`src/rtl/ssh_pkg.sv`:
```
package ssh_pkg;

  // pending action kinds carried from request to terminal count
  typedef struct packed {
    logic start;
    logic hop;
  } ssh_act_t;

endpackage

```
`src/rtl/ssh_pin_sync.sv`:
```
module ssh_pin_sync #(
  parameter int NUM_PINS     = 4,
  parameter int EXTRA_STAGES = 1
) (
  input  logic                clk,
  input  logic                rst_n,
  input  logic [NUM_PINS-1:0] pins_in,
  output logic [NUM_PINS-1:0] rise_out
);

  for (genvar g = 0; g < NUM_PINS; g++) begin : g_pin
    logic [2:0] meta_q;
    logic [2:0] meta_d;
    logic       rise;

    always_comb begin
      meta_d = {meta_q[1:0], pins_in[g]};
    end

    always_ff @(posedge clk or negedge rst_n) begin
      if (!rst_n) meta_q <= '0;
      else        meta_q <= meta_d;
    end

    // rising edge seen on the synchronized copy
    assign rise = meta_q[1] & ~meta_q[2];

    if (EXTRA_STAGES == 0) begin : g_direct
      assign rise_out[g] = rise;
    end else begin : g_pad
      logic [EXTRA_STAGES-1:0] pad_q;
      logic [EXTRA_STAGES-1:0] pad_d;

      always_comb begin
        pad_d    = pad_q << 1;
        pad_d[0] = rise;
      end

      always_ff @(posedge clk or negedge rst_n) begin
        if (!rst_n) pad_q <= '0;
        else        pad_q <= pad_d;
      end

      assign rise_out[g] = pad_q[EXTRA_STAGES-1];
    end
  end

endmodule

```
`src/rtl/ssh_soft_delay.sv`:
```
module ssh_soft_delay #(
  parameter int STAGES = 6
) (
  input  logic clk,
  input  logic rst_n,
  input  logic req_in,
  output logic go_out,
  output logic in_flight
);

  logic [STAGES-1:0] stage_q;
  logic [STAGES-1:0] stage_d;

  always_comb begin
    stage_d    = stage_q << 1;
    stage_d[0] = req_in;
  end

  always_ff @(posedge clk or negedge rst_n) begin
    if (!rst_n) stage_q <= '0;
    else        stage_q <= stage_d;
  end

  assign go_out    = stage_q[STAGES-1];
  assign in_flight = |stage_q;

endmodule

```
`src/rtl/ssh_holdoff.sv`:
```
module ssh_holdoff #(
  parameter int CNT_W = 16
) (
  input  logic             clk,
  input  logic             rst_n,
  input  logic             load,
  input  logic [CNT_W-1:0] load_val,
  output logic [CNT_W-1:0] cnt_out,
  output logic             fire,
  output logic             running
);

  localparam logic [CNT_W-1:0] ONE = CNT_W'(1);

  logic [CNT_W-1:0] cnt_q;
  logic [CNT_W-1:0] cnt_d;

  always_comb begin
    cnt_d = cnt_q;
    if (load) begin
      cnt_d = (load_val == '0) ? ONE : load_val;
    end else if (cnt_q != '0) begin
      cnt_d = cnt_q - ONE;
    end
  end

  always_ff @(posedge clk or negedge rst_n) begin
    if (!rst_n) cnt_q <= '0;
    else        cnt_q <= cnt_d;
  end

  assign cnt_out = cnt_q;
  assign fire    = (cnt_q == ONE);
  assign running = (cnt_q != '0);

endmodule

```
`src/rtl/sync_start_hop_ctrl.sv`:
```
module sync_start_hop_ctrl
  import ssh_pkg::*;
#(
  parameter int NUM_CH   = 4,
  parameter int NUM_PINS = 4,
  parameter int CNT_W    = 16,
  parameter int FREQ_W   = 32,
  parameter int SOFT_LAT = 6,
  parameter int PIN_LAT  = 3
) (
  input  logic                                clk,
  input  logic                                rst_n,
  input  logic                                hold_we,
  input  logic [CNT_W-1:0]                    hold_wdata,
  input  logic                                freq_we,
  input  logic [FREQ_W-1:0]                   freq_wdata,
  input  logic                                sel_we,
  input  logic [NUM_CH*$clog2(NUM_PINS)-1:0]  sel_wdata,
  input  logic                                sleep_we,
  input  logic [NUM_CH-1:0]                   sleep_wdata,
  input  logic                                ctrl_we,
  input  logic                                ctrl_start,
  input  logic                                ctrl_hop,
  input  logic                                ctrl_sync,
  input  logic [NUM_CH-1:0]                   ctrl_mask,
  input  logic [NUM_PINS-1:0]                 sync_pins,
  output logic [NUM_CH-1:0]                   chan_sleep,
  output logic [FREQ_W-1:0]                   nco_freq,
  output logic                                holdoff_busy
);

  localparam int SEL_W   = $clog2(NUM_PINS);
  localparam int SEL_TOT = NUM_CH * SEL_W;
  localparam int PIN_PAD = PIN_LAT - 2;

  // reset: asserted asynchronously, released on a clock edge
  logic [1:0] rst_sync_q;
  logic       rst_int_n;

  always_ff @(posedge clk or negedge rst_n) begin
    if (!rst_n) rst_sync_q <= 2'b00;
    else        rst_sync_q <= {rst_sync_q[0], 1'b1};
  end
  assign rst_int_n = rst_sync_q[1];

  // configuration registers
  logic [CNT_W-1:0]   hold_q,   hold_d;
  logic [FREQ_W-1:0]  shadow_q, shadow_d;
  logic [SEL_TOT-1:0] sel_q,    sel_d;

  always_comb begin
    hold_d   = hold_we  ? hold_wdata : hold_q;
    shadow_d = freq_we  ? freq_wdata : shadow_q;
    sel_d    = sel_we   ? sel_wdata  : sel_q;
  end

  always_ff @(posedge clk or negedge rst_int_n) begin
    if (!rst_int_n) begin
      hold_q   <= '0;
      shadow_q <= '0;
      sel_q    <= '0;
    end else begin
      hold_q   <= hold_d;
      shadow_q <= shadow_d;
      sel_q    <= sel_d;
    end
  end

  // sub-blocks
  logic [NUM_PINS-1:0] pin_rise;
  logic                soft_req;
  logic                soft_go;
  logic                soft_busy;
  logic                pin_load;
  logic                hold_load;
  logic [CNT_W-1:0]    hold_cnt;
  logic                hold_fire;
  logic                hold_run;
  logic                busy;

  ssh_pin_sync #(
    .NUM_PINS     (NUM_PINS),
    .EXTRA_STAGES (PIN_PAD)
  ) u_pins (
    .clk      (clk),
    .rst_n    (rst_int_n),
    .pins_in  (sync_pins),
    .rise_out (pin_rise)
  );

  ssh_soft_delay #(
    .STAGES (SOFT_LAT)
  ) u_soft (
    .clk       (clk),
    .rst_n     (rst_int_n),
    .req_in    (soft_req),
    .go_out    (soft_go),
    .in_flight (soft_busy)
  );

  ssh_holdoff #(
    .CNT_W (CNT_W)
  ) u_hold (
    .clk      (clk),
    .rst_n    (rst_int_n),
    .load     (hold_load),
    .load_val (hold_q),
    .cnt_out  (hold_cnt),
    .fire     (hold_fire),
    .running  (hold_run)
  );

  assign busy = hold_run | soft_busy;

  // request capture
  ssh_act_t          act_q,   act_d;
  logic [NUM_CH-1:0] mask_q,  mask_d;
  logic              armed_q, armed_d;
  logic              req_take;
  logic              req_real;

  assign req_take = ctrl_we & ~busy;
  assign req_real = req_take & (ctrl_start | ctrl_hop);
  assign soft_req = req_real & ctrl_sync;

  // pins watched by the channels of the pending request
  logic [NUM_PINS-1:0] watched;

  always_comb begin
    watched = '0;
    for (int c = 0; c < NUM_CH; c++) begin
      if (mask_q[c]) watched[sel_q[c*SEL_W +: SEL_W]] = 1'b1;
    end
  end

  assign pin_load  = armed_q & ~busy & (|(pin_rise & watched));
  assign hold_load = soft_go | pin_load;

  always_comb begin
    act_d   = act_q;
    mask_d  = mask_q;
    armed_d = armed_q;
    if (req_take) begin
      act_d.start = ctrl_start;
      act_d.hop   = ctrl_hop;
      mask_d      = ctrl_mask;
      armed_d     = req_real & ~ctrl_sync;
    end else if (pin_load) begin
      armed_d     = 1'b0;
    end
  end

  always_ff @(posedge clk or negedge rst_int_n) begin
    if (!rst_int_n) begin
      act_q   <= '0;
      mask_q  <= '0;
      armed_q <= 1'b0;
    end else begin
      act_q   <= act_d;
      mask_q  <= mask_d;
      armed_q <= armed_d;
    end
  end

  // actions at terminal count
  logic [NUM_CH-1:0] sleep_q, sleep_d;
  logic [FREQ_W-1:0] live_q,  live_d;

  always_comb begin
    sleep_d = sleep_we ? sleep_wdata : sleep_q;
    if (hold_fire && act_q.start) sleep_d = sleep_d & ~mask_q;
    live_d = live_q;
    if (hold_fire && act_q.hop) live_d = shadow_q;
  end

  always_ff @(posedge clk or negedge rst_int_n) begin
    if (!rst_int_n) begin
      sleep_q <= '1;
      live_q  <= '0;
    end else begin
      sleep_q <= sleep_d;
      live_q  <= live_d;
    end
  end

  assign chan_sleep   = sleep_q;
  assign nco_freq     = live_q;
  assign holdoff_busy = busy;

endmodule

```
`config.mk`:
```
export PLATFORM = sky130hd
export DESIGN_NAME = sync_start_hop_ctrl
export DESIGN_NICKNAME = d
export VERILOG_FILES = /design/src/rtl/ssh_pkg.sv /design/src/rtl/ssh_pin_sync.sv /design/src/rtl/ssh_soft_delay.sv /design/src/rtl/ssh_holdoff.sv /design/src/rtl/sync_start_hop_ctrl.sv
export SDC_FILE = /design/constraint.sdc
export NUM_CORES = 1
export LEC_CHECK = 0
export ABC_AREA = 1
export ABC_CLOCK_PERIOD_IN_PS = 8400
export BUFFER_PORTS_ARGS = -buffer_cell sky130_fd_sc_hd__clkbuf_2
export CAP_MARGIN = 20
export CORE_ASPECT_RATIO = 0.9
export CORE_MARGIN = 1
export CORE_UTILIZATION = 40
export CTS_CLUSTER_SIZE = 24
export DETAILED_ROUTE_END_ITERATION = 10
export PLACE_DENSITY_LB_ADDON = 0.3
export SYNTH_ARGS = -nofsm -noshare
export SYNTH_HDL_FRONTEND = slang
export SYNTH_HIERARCHICAL = 1
export SYNTH_SLANG_ARGS = --single-unit
```
`constraint.sdc`:
```
create_clock -name clk -period 8.4 [get_ports clk]
set_clock_uncertainty 0.15 [all_clocks]
set_input_delay 0.84 -clock clk [delete_from_list [all_inputs] [get_ports clk]]
set_output_delay 0.84 -clock clk [all_outputs]
set_load 0.005 [all_outputs]
```
== After elaboration in Yosys (flattened, before gate mapping) ==
Cells that the tools add are included.
Word-level totals
  bits in registers: 139
  latch bits: 0
  logic and storage cells: 86
  bits of input ports: 78
  memories: 0
  RAM bits: 0
  bits in read-only memories: 0
  output and inout port bits: 37
Cells by class
  divide/modulo/power cells: 0
  magnitude comparators: 8
  bitwise logic cells: 25
  shift operators: 0
  add/subtract/negate cells: 1
  $mul: 0
  mux-type cells: 19
  equal/unequal tests: 1
  reduce and logical (&&, ||, !) cells: 12
Operators by type and width (number)
  two-way mux 16 bit: 3
  two-way mux 4 bit: 6
  == test 16 x 1 -> 1 bit, second input constant: 1
  zero test 16 bit: 1
  nonzero test 16 bit: 1
  subtractor 16 x 1 -> 16 bit, second input constant: 1
  less-than comparator 2 x 3 -> 1 bit, second input constant: 4
  bitwise OR 4 bit: 3
  AND 1 bit: 10
  AND 4 bit: 2
  demux 1 bit (select 2 bit): 4
  greater-or-equal comparator 2 x 1 -> 1 bit, second input constant: 4
  logical AND 1 bit: 6
  two-way mux 1 bit: 6
  NOT 1 bit: 6
  OR reduction 6 bit: 1
  NOT 4 bit: 1
  nonzero test 2 bit: 2
  OR reduction 4 bit: 1
  bitwise OR 1 bit: 3

== Longest topological paths before layout ==
  depth in word-level cells: 16
  gate-level depth with buffers: 17
  mapped depth without buffers: 15

== By module ==
Netlist, hierarchy kept.
Modules (own cells, without submodules)
  sync_start_hop_ctrl: instances 1, area an instance 3970.1 um2, cells each 405
  ssh_holdoff: instances 1, area an instance 1275.0 um2, cells each 204
  ssh_pin_sync: instances 1, area an instance 470.5 um2, cells each 28
  ssh_soft_delay: instances 1, area an instance 166.4 um2, cells each 10

== Worst setup path after synthesis ==
Ideal clock, no wire load.
  kind: reg-to-reg
  from: register u_hold.cnt_q[0] (netlist: u_hold/cnt_out[0])
  to: register u_hold.cnt_q[11] (netlist: u_hold/cnt_out[11])
  setup time: 133 ps
  period minus slack after synthesis: 2534 ps
  required time: 8117 ps
  setup slack: 5866 ps
  cell stages (with the launch flop): 17
  data arrival time: 2251 ps
  path through: dfrtp_1 > inv_1 > ha_1 > buf_2 > nand2_4 > nor2_8 > nand3_4 > nor2_1 > inv_1 > nor2_1 > nand2_1 > nand2_1 > inv_1 > buf_6 > or2_2 > nand2_1 > a21oi_1
Between the ends
  longest elaborated chain between the ends: 7
Ends and longest elaborated chain
  start, declared: RTL line ssh_holdoff.sv:15  | logic [CNT_W-1:0] cnt_q;
  start signal, assigned: RTL line ssh_holdoff.sv:29  | else cnt_q <= cnt_d;
  nonzero test 16 bit (*): RTL line ssh_holdoff.sv:34  | assign running = (cnt_q != '0);
  via hold_run: RTL line sync_start_hop_ctrl.sv:78  | logic hold_run;
  bitwise OR 1 bit (*): RTL line sync_start_hop_ctrl.sv:113  | assign busy = hold_run | soft_busy;
  via holdoff_busy: RTL line sync_start_hop_ctrl.sv:29  | output logic holdoff_busy
  NOT 1 bit (*): RTL line sync_start_hop_ctrl.sv:136  | assign pin_load = armed_q & ~busy & (|(pin_rise & watched));
  AND 1 bit (*) (2 in series): RTL line sync_start_hop_ctrl.sv:136
  bitwise OR 1 bit (*): RTL line sync_start_hop_ctrl.sv:137  | assign hold_load = soft_go | pin_load;
  via hold_load: RTL line sync_start_hop_ctrl.sv:75  | logic hold_load;
  two-way mux 16 bit or nonzero test 2 bit (tied branches)
The timed path passes the listed nets; every way through them passes the cells marked *. The select of a mux whose other input is x is not followed.
A chain may end at the register's enable or synchronous reset.

== Final worst setup path ==
  from: register u_hold.cnt_q[0] (netlist: u_hold/cnt_out[0])
  to: register u_hold.cnt_q[13] (netlist: u_hold/cnt_out[13])
Between the ends
  longest elaborated chain between the ends: 7
Ends and longest elaborated chain (RTL line)
  nonzero test 16 bit (*): ssh_holdoff.sv:34
  via hold_run: sync_start_hop_ctrl.sv:78
  bitwise OR 1 bit (*): sync_start_hop_ctrl.sv:113
  NOT 1 bit (*): sync_start_hop_ctrl.sv:136
  AND 1 bit (*) (2 in series): sync_start_hop_ctrl.sv:136
  bitwise OR 1 bit (*): sync_start_hop_ctrl.sv:137
  via hold_load: sync_start_hop_ctrl.sv:75
  two-way mux 16 bit or nonzero test 2 bit (tied branches)
Marks and branches as above.

==> run summary <==
Reg clk slew, reported paths = 0.06 ns
Max-cap violations = 0
Clk_lat worst skew = 0.42 ns
CP arrival = 3.52 ns
Clock sink total = 139
HP Class = primary input to asynchronous set/reset pin
Setup Buffers After CTS = 0
Cells after Synth = 647
Synth Register Bits = 139
Area delta synth->final = 23.7%
Die Width = 130 um
Yosys warning count = 6
Slowest stage delay, CP = 0.46 ns
Post-synthesis sequential area ratio = 59.2%
CTS root buffer = clkbuf_16
Resized cells post-CTS = 0
Final period utilization = 40.5%
Initial antenna violation count = 0
Die height = 117 um
CP max-delay cell = inv_1
CTS tree = done
Site Rows = 41
DP HPWL = 8680 um
Global route total overflow = 0
DRC = 0
Die area = 15200 sq um
Final Hold Viols = 0
Kind of critical path = flop to flop
Pre-antenna DRT Iters = 4
Layout cell share with drive strength beyond 1 = 25.5%
CTS buffer count = 17
Largest net degree at the start of global routing = 83
Clock buffer depth = 2
RSZ-0062 raised after global routing = no
First-pass GRT wire length = 20800 um
CP top delay family = simple AND/OR/NAND/NOR gates
Hold_buf cts = 0
Avg Synthesized Cell Area = 9.09 sq um
Number of I/O pins = 115
Antenna diodes = 0
Routed wire length = 12200 um
Status = completed
Wire per inst = 12.7 um
Fmax = 294 MHz
Final setup fails = 0
I/O Buffers = 114
Core area = 14200 sq um
Cell Area, Synth = 5880 sq um
Final-stage net count = 839
Overall Global Routing Usage = 18.0%
CP Launch Type = flop
Static leakage = 3.79 nW
Initial core utilization = 41.4%
Fill cells = 1325
WP buf/inv = 3
Net count after synthesis = 727
Crit path max fanout = 20
Via count = 4439
Post-route ant nets = 0
Critical path cell sequence = inv_1, ha_1, nand2_4, nor2_8, nand3_4, nor2_1, inv_1, nor2_1, nand2_1, nand2_1, inv_1, or2_2, nand2_1, a21oi_1
Synth cell types = 33
Drt initial violations = 217
Final-report max-slew violation count = 0
RD Place Congestion = 0.875
Crit path required time = 8.51 ns
Post-layout power = 0.00186 W
Worst VDD drop = 0.131 mV
H-tree depth = 4
Crit path capture type = flop
Pwr dens = 256 nW/um^2
DR vias/cell = 4.60
Slew margin rel. = 43.3%
Number of global-route vias before repair = 4409
Actual slew at the worst max-slew pin = 0.844 ns
Setup TNS = 0 ns
Tmin final = 3.40 ns
report_power, final:
group / switching (W) / internal [W] / total (W)
Clock: 0.000283 / 0.000492 / 0.000775
Sequential: 0.0000664 / 0.000742 / 0.000808
Combinational: 0.000171 / 0.000105 / 0.000277
kinds of logic after synthesis:
family	after synthesis	share of synthesized area [%]
and+or+nand+nor	291	21.3
DFF	139	59.2
buffers and inverters	105	7.27
AOI/OAI and AO/OA	87	7.66
muxes	20	3.74
adders and majority gates	2	0.425
xor gates and xnor gates	2	0.298
other	1	0.0638
per-stage QoR:
stage | cell area, sq um | std cells | worst slack [ns] | hold WS, ns | utilization (%)
3_5_place_dp | 6580 | 930 | 5.04 | 0.186 | 46.3
6_report | 7280 | 965 | 5.00 | 0.0502 | 51.2
3_3_place_gp | 6580 | 930 | 5.14 | 0.185 | 46.3
5_1_grt | 7280 | 965 | 4.71 | 0.0300 | 51.2
2_1_floorplan | 5880 | 647 | 4.10 | 0.181 | -
4_1_cts | 7200 | 962 | 5.02 | 0.0316 | 50.7
path summary, 6_finish.rpt:
path / startpoint / endpoint / slack, ns / cells past startpoint
hold / removal: rst_n / rst_sync_q[1] / 0.05 / 1
max in group asynchronous: rst_sync_q[1] / chan_sleep[3] / 6.66 / 2
setup reg to reg: u_hold/cnt_out[0] / u_hold/cnt_out[13] / 5.00 / 14
hold reg to reg: u_pins/g_pin[3].meta_q[0] / u_pins/g_pin[3].meta_q[1] / 0.20 / 0
setup / recovery: u_hold/cnt_out[0] / u_hold/cnt_out[13] / 5.00 / 14
min in group clk: u_pins/g_pin[3].meta_q[0] / u_pins/g_pin[3].meta_q[1] / 0.20 / 0
synthesized netlist by cell type (all sizes together):
master | n | area [sq um]
a21oi | 5 | 25.0
a31o | 4 | 35.0
buf | 12 | 77.6
clkbuf | 13 | 50.0
conb | 1 | 3.75
dfrtp | 135 | 3380
dfstp | 4 | 105
ha | 2 | 25.0
inv | 80 | 300
mux2 | 16 | 180
mux2i | 4 | 40.0
nand2 | 191 | 744
nand3 | 38 | 215
nand3b | 1 | 7.51
nand4 | 1 | 6.26
nor2 | 56 | 257
nor3 | 1 | 5.00
o21ai | 78 | 390
or2 | 3 | 18.8
xnor2 | 2 | 17.5
layout make-up:
class	count	area (sq um)	share of cell area, %
clock buffer	20	467	6.41
clock inverter	12	158	2.17
inverter	80	300	4.13
multi-input combinational	403	1970	27.1
sequential	139	3490	47.9
tap	193	241	3.32
timing repair buffer	118	653	8.98
layer usage:
metal / up-vias / part of all wire, % / track usage (%)
met2: 114 / 47 / 28.2
met1: 2061 / 45 / 22.8
met3: 14 / 6.3 / 6.55
met4: 0 / 1.4 / 6.82
met5: - / 0 / 0
li1: 2250 / - / -
sequential cells by signal, summed over array words and instances (netlist names):
register,count
act_q,2
u_pins/g_pin.meta_q,12
mask_q,4
hold_q,16
nco_freq,32
armed_q,1
u_hold/cnt_out,16
chan_sleep,4
shadow_q,32
rst_sync_q,2
u_soft/stage_q,6
u_pins/g_pin.g_pad.pad_q,4
sel_q,8
worst register-to-register path, stage by stage, from the launching register on:
cell,delay [ns]
dfrtp_1,0.42
inv_1,0.10
ha_1,0.36
nand2_4,0.11
nor2_8,0.17
nand3_4,0.11
nor2_1,0.22
inv_1,0.10
nor2_1,0.10
nand2_1,0.07
nand2_1,0.36
inv_1,0.46
or2_2,0.40
nand2_1,0.07
a21oi_1,0.04
layout by cell type (no fill, tap or decap), types with 2 or more instances in the layout:
cell and instances:
buf_16 2, dfstp_2 4, inv_1 76, nand3_1 36
mux2_2 16, a21oi_1 5, clkbuf_16 17, nand2_2 2
mux2i_1 4, a31o_2 4, o21ai_1 16, nor2_2 6
dfrtp_1 134, clkbuf_8 3, clkinvlp_4 3, clkinv_2 2
bufinv_16 3, or2_2 2, nand2_4 3, o21ai_0 62
clkbuf_2 114, inv_6 3, xnor2_1 2, nand2_1 186
inv_2 4, nor2_1 47, nor2_4 2, nand3_4 2
ha_1 2
No activity file was read; power rests on OpenSTA's default activity.
